==> config.mk <==
export PLATFORM = sky130hd
export DESIGN_NAME = stby_lane_gen
export DESIGN_NICKNAME = d
export VERILOG_FILES = /design/src/rtl/stby_pkg.sv /design/src/rtl/stby_addr_calc.sv /design/src/rtl/stby_lane_mask.sv /design/src/rtl/stby_out_stage.sv /design/src/rtl/stby_lane_gen.sv
export SDC_FILE = /design/constraint.sdc
export NUM_CORES = 1
export LEC_CHECK = 0
export ABC_AREA = 0
export BUFFER_PORTS_ARGS = -buffer_cell sky130_fd_sc_hd__buf_4
export CAP_MARGIN = 10
export CORE_MARGIN = 2
export CORE_UTILIZATION = 53
export CTS_BUF_LIST = sky130_fd_sc_hd__clkbuf_8
export DETAILED_ROUTE_END_ITERATION = 10
export PLACE_DENSITY = 0.89
export SLEW_MARGIN = 20
export SYNTH_ARGS = -nofsm -noshare
export SYNTH_HDL_FRONTEND = slang
export SYNTH_SLANG_ARGS = --single-unit
==> constraint.sdc <==
create_clock -name clk -period 4.2 [get_ports clk]
set_input_delay 0.42 -clock clk [delete_from_list [all_inputs] [get_ports clk]]
set_output_delay 0.42 -clock clk [all_outputs]
set_load 0.01 [all_outputs]
==> src/rtl/stby_pkg.sv <==
package stby_pkg;
  typedef enum logic {
    FILL_BEGIN = 1'b0,
    FILL_END   = 1'b1
  } fill_mode_e;
endpackage

==> src/rtl/stby_addr_calc.sv <==
module stby_addr_calc #(
  parameter int ADDR_W = 32,
  parameter int DISP_W = 5,
  parameter int OFF_W  = 2
) (
  input  logic [ADDR_W-1:0] base,
  input  logic [DISP_W-1:0] disp,
  input  logic              modify,
  output logic [ADDR_W-1:0] eff_addr,
  output logic [ADDR_W-1:0] upd_base
);
  logic [ADDR_W-1:0] disp_ext;
  logic [ADDR_W-1:0] sum;

  assign disp_ext = {{(ADDR_W-DISP_W){disp[DISP_W-1]}}, disp};
  assign sum      = base + disp_ext;
  assign eff_addr = modify ? base : sum;
  assign upd_base = {sum[ADDR_W-1:OFF_W], {OFF_W{1'b0}}};
endmodule

==> src/rtl/stby_lane_mask.sv <==
module stby_lane_mask
  import stby_pkg::*;
#(
  parameter int NBYTES = 4,
  parameter int OFF_W  = 2,
  parameter int DATA_W = 32
) (
  input  logic [OFF_W-1:0]  offset,
  input  fill_mode_e        mode,
  input  logic [DATA_W-1:0] value,
  output logic [NBYTES-1:0] byte_en,
  output logic [DATA_W-1:0] lane_data,
  output logic              none
);
  // byte offset k (big-endian) drives enable bit NBYTES-1-k
  for (genvar k = 0; k < NBYTES; k++) begin : g_lane
    localparam logic [OFF_W-1:0] KOFF = OFF_W'(k);
    logic lane_on;
    assign lane_on = (mode == FILL_BEGIN) ? (KOFF >= offset) : (KOFF < offset);
    assign byte_en[NBYTES-1-k] = lane_on;
    assign lane_data[DATA_W-1-8*k -: 8] = lane_on ? value[DATA_W-1-8*k -: 8] : 8'h00;
  end

  assign none = (mode == FILL_END) && (offset == '0);
endmodule

==> src/rtl/stby_out_stage.sv <==
module stby_out_stage #(
  parameter int ADDR_W  = 32,
  parameter int DATA_W  = 32,
  parameter int NBYTES  = 4,
  parameter int WADDR_W = 30
) (
  input  logic               clk,
  input  logic               rst_n,
  input  logic               in_valid,
  input  logic [WADDR_W-1:0] in_waddr,
  input  logic [NBYTES-1:0]  in_be,
  input  logic [DATA_W-1:0]  in_data,
  input  logic               in_none,
  input  logic               in_modify,
  input  logic [ADDR_W-1:0]  in_base,
  output logic               wr_valid,
  output logic [WADDR_W-1:0] wr_word_addr,
  output logic [NBYTES-1:0]  wr_byte_en,
  output logic [DATA_W-1:0]  wr_data,
  output logic               wr_none,
  output logic               base_wr,
  output logic [ADDR_W-1:0]  new_base
);
  logic              valid_nxt, none_nxt, base_wr_nxt;
  logic [NBYTES-1:0] be_nxt;

  always_comb begin
    valid_nxt   = in_valid;
    be_nxt      = in_valid ? in_be : '0;
    none_nxt    = in_valid & in_none;
    base_wr_nxt = in_valid & in_modify;
  end

  always_ff @(posedge clk or negedge rst_n) begin
    if (!rst_n) begin
      wr_valid   <= 1'b0;
      wr_byte_en <= '0;
      wr_none    <= 1'b0;
      base_wr    <= 1'b0;
    end else begin
      wr_valid   <= valid_nxt;
      wr_byte_en <= be_nxt;
      wr_none    <= none_nxt;
      base_wr    <= base_wr_nxt;
    end
  end

  always_ff @(posedge clk or negedge rst_n) begin
    if (!rst_n) begin
      wr_word_addr <= '0;
      wr_data      <= '0;
      new_base     <= '0;
    end else if (in_valid) begin
      wr_word_addr <= in_waddr;
      wr_data      <= in_data;
      new_base     <= in_base;
    end
  end
endmodule

==> src/rtl/stby_lane_gen.sv <==
module stby_lane_gen
  import stby_pkg::*;
#(
  parameter int ADDR_W = 32,
  parameter int DATA_W = 32,
  parameter int DISP_W = 5,
  localparam int NBYTES  = DATA_W / 8,
  localparam int OFF_W   = $clog2(NBYTES),
  localparam int WADDR_W = ADDR_W - OFF_W
) (
  input  logic               clk,
  input  logic               rst_n,
  input  logic               req_valid,
  input  logic               req_end_mode,
  input  logic               req_modify,
  input  logic [ADDR_W-1:0]  req_base,
  input  logic [DISP_W-1:0]  req_disp,
  input  logic [DATA_W-1:0]  req_value,
  output logic               wr_valid,
  output logic [WADDR_W-1:0] wr_word_addr,
  output logic [NBYTES-1:0]  wr_byte_en,
  output logic [DATA_W-1:0]  wr_data,
  output logic               wr_none,
  output logic               base_wr,
  output logic [ADDR_W-1:0]  new_base
);
  logic [1:0]        rst_sync;
  logic              rst_q_n;
  fill_mode_e        mode;
  logic [ADDR_W-1:0] eff_addr, upd_base;
  logic [NBYTES-1:0] lane_be;
  logic [DATA_W-1:0] lane_data;
  logic              lane_none;

  // asynchronous assert, synchronous release
  always_ff @(posedge clk or negedge rst_n) begin
    if (!rst_n) rst_sync <= 2'b00;
    else        rst_sync <= {rst_sync[0], 1'b1};
  end
  assign rst_q_n = rst_sync[1];

  assign mode = req_end_mode ? FILL_END : FILL_BEGIN;

  stby_addr_calc #(.ADDR_W(ADDR_W), .DISP_W(DISP_W), .OFF_W(OFF_W)) u_addr (
    .base     (req_base),
    .disp     (req_disp),
    .modify   (req_modify),
    .eff_addr (eff_addr),
    .upd_base (upd_base)
  );

  stby_lane_mask #(.NBYTES(NBYTES), .OFF_W(OFF_W), .DATA_W(DATA_W)) u_lane (
    .offset    (eff_addr[OFF_W-1:0]),
    .mode      (mode),
    .value     (req_value),
    .byte_en   (lane_be),
    .lane_data (lane_data),
    .none      (lane_none)
  );

  stby_out_stage #(.ADDR_W(ADDR_W), .DATA_W(DATA_W), .NBYTES(NBYTES), .WADDR_W(WADDR_W)) u_out (
    .clk          (clk),
    .rst_n        (rst_q_n),
    .in_valid     (req_valid),
    .in_waddr     (eff_addr[ADDR_W-1:OFF_W]),
    .in_be        (lane_be),
    .in_data      (lane_data),
    .in_none      (lane_none),
    .in_modify    (req_modify),
    .in_base      (upd_base),
    .wr_valid     (wr_valid),
    .wr_word_addr (wr_word_addr),
    .wr_byte_en   (wr_byte_en),
    .wr_data      (wr_data),
    .wr_none      (wr_none),
    .base_wr      (base_wr),
    .new_base     (new_base)
  );
endmodule

# [After elaboration in Yosys (flattened, before gate mapping)]
# Cells that the tools add are included.
# W data, S select, Z words.
[op_classes] addsub=1 multipliers=0 n_div=0 n_lt_le_gt_ge=8 n_eq_ne=0 shifts=0 n_mux=11 bitwise=2 n_reduce_logical=2
[op_table] op="$add A32 B32 Y32" n=1
[op_table] op="$mux W32" n=1
[op_table] op="$mux W8" n=4
[op_table] op="$mux W1" n=5
[op_table] op="$ge A1 B2 Y1 const A" n=2
[op_table] op="$ge A2 B2 Y1 const A" n=2
[op_table] op="$lt A1 B2 Y1 const A" n=2
[op_table] op="$lt A2 B2 Y1 const A" n=2
[op_table] op="$mux W4" n=1
[op_table] op="$and A1 B1 Y1" n=2
[op_table] op="$logic_not A2 Y1" n=1
[op_table] op="$logic_and A1 B1 Y1" n=1
[totals] ff_bits=101 latch_bits=0 ram_bits=0 mem_bits_ro=0 inputBits=74 output_inout_bits=101 word_cells=32 n_memories=0

# [Logic depth before layout (Yosys ltp)]
[logic_depth] word_depth=5 depth_mapped=12 depth_no_buf=12

# [Cells and area by module]
# A second synthesis with hierarchy kept.
[hier_totals] hier_cells=589 hier_area_um2=6931.6
[by_module_without_submodules] module="stby_out_stage" instances=1 cells_per_inst=212 area_each_um2=4179.0 seq_area_each_um2=2527.4
[by_module_without_submodules] module="stby_addr_calc" instances=1 cells_per_inst=310 area_each_um2=2214.6 seq_area_each_um2=0.0
[by_module_without_submodules] module="stby_lane_mask" instances=1 cells_per_inst=64 area_each_um2=484.2 seq_area_each_um2=0.0
[by_module_without_submodules] module="stby_lane_gen" instances=1 cells_per_inst=3 area_each_um2=53.8 seq_area_each_um2=50.0

# [Worst setup path before layout]
# Ideal clock, no wire load.
[synth_path] kind="input -> register" startpoint="in req_base[0]" endpoint="reg u_out.wr_word_addr[26]" t_arrival_ps=2606 path_slack_ps=1470 cell_stages=12 cell_sequence="ha_1 > inv_1 > fa_1 > nor2b_1 > o31a_1 > a21o_1 > a21oi_2 > a31o_2 > a21oi_1 > a311o_1 > mux2i_1 > a211o_1"
[synth_via] elab_chain_len=2
[synth_lines] item="from (decl)" line_no="stby_lane_gen.sv:16" source="input logic [ADDR_W-1:0] req_base,"
[synth_lines] item="$add A32 B32 Y32" line_no="stby_addr_calc.sv:16" source="assign sum = base + disp_ext;"
[synth_lines] item="$mux W32" line_no="stby_addr_calc.sv:17" source="assign eff_addr = modify ? base : sum;"
[synth_lines] item="to (signal assigned)" line_no="stby_out_stage.sv:54" source="wr_word_addr <= in_waddr;"
[synth_lines] item="to (decl)" line_no="stby_out_stage.sv:17" source="output logic [WADDR_W-1:0] wr_word_addr,"
# No other way between the ends.
# A chain may end at the register's enable or synchronous reset.

# [Final worst setup path]
[layout_path] startpoint="in req_disp[4]" endpoint="reg u_out.wr_word_addr[26]"
[layout_via] elab_chain_len=2
[layout_lines] item="from (decl)" line_no="stby_lane_gen.sv:17" source="input logic [DISP_W-1:0] req_disp,"
[layout_lines] item="$add A32 B32 Y32" line_no="stby_addr_calc.sv:16"
[layout_lines] item="$mux W32" line_no="stby_addr_calc.sv:17"
# No other way between the ends.

==> flow_metrics.tcl <==
set metrics [dict create \
    outcome "finished, final reports clean" \
    final-setup-viol-count 0 \
    start_util_pct 54.8 \
    dieArea_sq_um 11600 \
    synth_warnings 0 \
    hold_violations 0 \
    num_rows 37 \
    wl_per_cell_um 16.5 \
    synth_area_sq_um 5690 \
    max_stage_delay_ps 440 \
    power_switching_share_pct 32.9 \
    yosys.area.top_type "dfrtp_1" \
    combinationalPowerShare_pct 34.5 \
    synth-seq-cells 101 \
    ir_drop_mv 0.220 \
    intPower_mw 1.83 \
    port_buffers 172 \
    viasPerCell 5.65 \
    die_y_um 108 \
    synth_seq_area_share_pct 44.4 \
    hold_path_class "primary input to register" \
    synth_cell_type_count 60 \
    gp_congestion 0.940 \
    final_cells 863 \
    synthDominantCellAreaShare_pct 44.4 \
    root_buffer "clkbuf_8" \
    insertion_delay_ps 370 \
    met3_usage_pct 4.78 \
    power_leakage_nw 3.49 \
    io_pins 175 \
    final_common_cell "buf_4" \
    clock_path_buffers 2 \
    final.period_utilization_pct 70.5 \
    crit_chain "buf_4 > ha_1 > a211oi_1 > o21ai_0 > a21o_1 > a21oi_2 > a31o_2 > a21oi_1 > a311o_1 > mux2i_1 > a211o_1" \
    grt_use_met1_pct 32.3 \
    cts_tree "done" \
    cp-end-kind "register" \
    clock_sinks 101 \
    synth_edf_count 0 \
    maxSlewViolCount 0 \
    async_flop_share_pct 100 \
    grt_pass1_vias 4669 \
    powerDensity_nw_per_um2 377 \
    gr-usage-met2_pct 41.1 \
    switching_power_mw 0.898 \
    via_count 4880 \
    grt_max_degree 72 \
    post-dp-hpwl_um 10600 \
    clock_skew_ps 7.97 \
    ant_nets 0 \
    crit_type "primary input to register" \
    grt_pass1_wl_um 22600 \
    final_nets 831 \
    post_cts_resized 0 \
    cp_max_fo 28 \
    tightest_slew_ps 741 \
    finish.utilization_pct 69.7 \
    p_seq_share_pct 45.0 \
    finalInstanceArea_sq_um 7220 \
    dp_cells 848 \
    top_usage_layer "met2" \
    antenna_found_initial 0 \
    crit_required_ps 4460 \
    drc_errors 0 \
    max-slew-margin-rel_pct 50.6 \
    final_cell_mix "buf_4, dfrtp_1, a21oi_1" \
    synth_flop_cell "dfrtp_1" \
    grt_usage_pct 24.5 \
    period_minus_slack_ps 2960 \
    antenna-diode-count 0 \
    finalWirelength_um 14200 \
    arrival_ps 3220 \
    cts_inserted_buffers 9 \
    placed_area_sq_um 7050 \
    dr.pass1.iters 5 \
    core_sq_um 10400 \
    start_kind "primary input" \
    clkTransAtPathRegs_ps 90 \
    die_w_um 108 \
    synthTopCellsByArea "dfrtp_1, ha_1, mux2_2" \
    drt_iter0_drc 417 \
    cpLargestDelayFamily "compound AO/OA/AOI/OAI gates" \
    cap_violations 0 \
    area_delta_synth_final_pct 27.0 \
    synth.avg_cell_area_sq_um 10.0 \
    fmax_mhz 338 \
    syn_inst 568 \
    fin_setup_tns_ps 0 \
    p_clk_share_pct 20.5 \
    drive_gt1_share_pct 31.4 \
    path_buf_inv 1 \
    htreeDepth 3 \
    slowest_stage "a311o_1" \
    overflow 0 \
    rsz0062_at_grt "no" \
]
[area by class of cell]
type	instances	area, sq um
Sequential cell	101	2530
Clock inverter	4	27.5
Tap cell	136	170
Multi-Input combinational cell	415	2950
Timing Repair Buffer	176	1320
Inverter	21	78.8
Clock buffer	10	138
Fill cell	800	3150
[repair_timing]
| action | 4_1_cts | 5_1_grt |
|---|---|---|
| endpoints found under the hold margin | 2 | 0 |
| endpoints found under the setup margin | 0 | 0 |
| buffers inserted | 0 | 0 |
| hold buffers | 1 | 0 |
[layer usage]
| layer | share of wire [%] | wire [um] |
|---|---|---|
| met5 | 0 | 0 |
| met4 | 1.9 | 264 |
| met2 | 48 | 6800 |
| met1 | 44 | 6180 |
| met3 | 6.8 | 963 |
[registers in the layout (all words and copies together) (netlist names)]
name,flops
u_out.wr_data,32
u_out.new_base,30
u_out.wr_word_addr,30
u_out.wr_byte_en,4
rst_sync,2
u_out.base_wr,1
u_out.wr_none,1
u_out.wr_valid,1
[stage by stage]
| step | hold WS [ps] | total power, mW | setup WS (ps) |
|---|---|---|---|
| floorplan | 124 | 1.76 | 1180 |
| global placement | 202 | 2.16 | 1040 |
| detailed placement | 204 | 2.19 | 915 |
| CTS | 261 | 2.74 | 1280 |
| global route | 262 | 2.88 | 1060 |
| finish | 268 | 2.73 | 1240 |
[power groups by stage]
stage	combinational, mW	clock [mW]	sequential, mW
floorplan	0.441	0	1.31
global placement	0.917	0	1.24
detailed placement	0.940	0	1.25
CTS	0.946	0.566	1.23
global route	1.03	0.609	1.25
finish	0.941	0.558	1.23
[cells in the mapped netlist (18+ instances only)]
| master | count |
|---|---|
| xnor2_1 | 18 |
| mux2i_1 | 18 |
| ha_1 | 32 |
| o21ai_0 | 28 |
| nor2_1 | 48 |
| inv_1 | 20 |
| nand2_1 | 36 |
| mux2_2 | 25 |
| dfrtp_1 | 101 |
| a21oi_1 | 53 |
| clkbuf_1 | 24 |
[final timing paths]
check / start / endpoint / slack [ps] / cells after the start
setup / recovery: req_disp[4] / u_out.wr_word_addr[26] / 1240 / 11
hold / removal: req_value[0] / u_out.wr_data[0] / 270 / 2
setup reg to reg: rst_sync[1] / u_out.wr_data[11] / 2800 / 1
hold reg to reg: rst_sync[0] / rst_sync[1] / 360 / 0
max in group asynchronous: rst_sync[1] / u_out.wr_data[11] / 2800 / 1
min in group asynchronous: rst_n / rst_sync[1] / 350 / 2
[cell families (layout without fill, tap and decap cells)]
group / count (synthesis) / in the layout / synth area share, %
xor gates and xnor gates: 32 / 32 / 5.06
muxes: 43 / 43 / 8.12
and+or+nand+nor: 137 / 137 / 11.2
DFF: 101 / 101 / 44.4
AOI/OAI and AO/OA: 167 / 167 / 20.0
buffers and inverters: 53 / 211 / 3.67
other: 2 / 3 / 0.132
adders and majority gates: 33 / 33 / 7.39
No activity file was read; power rests on OpenSTA's default activity.
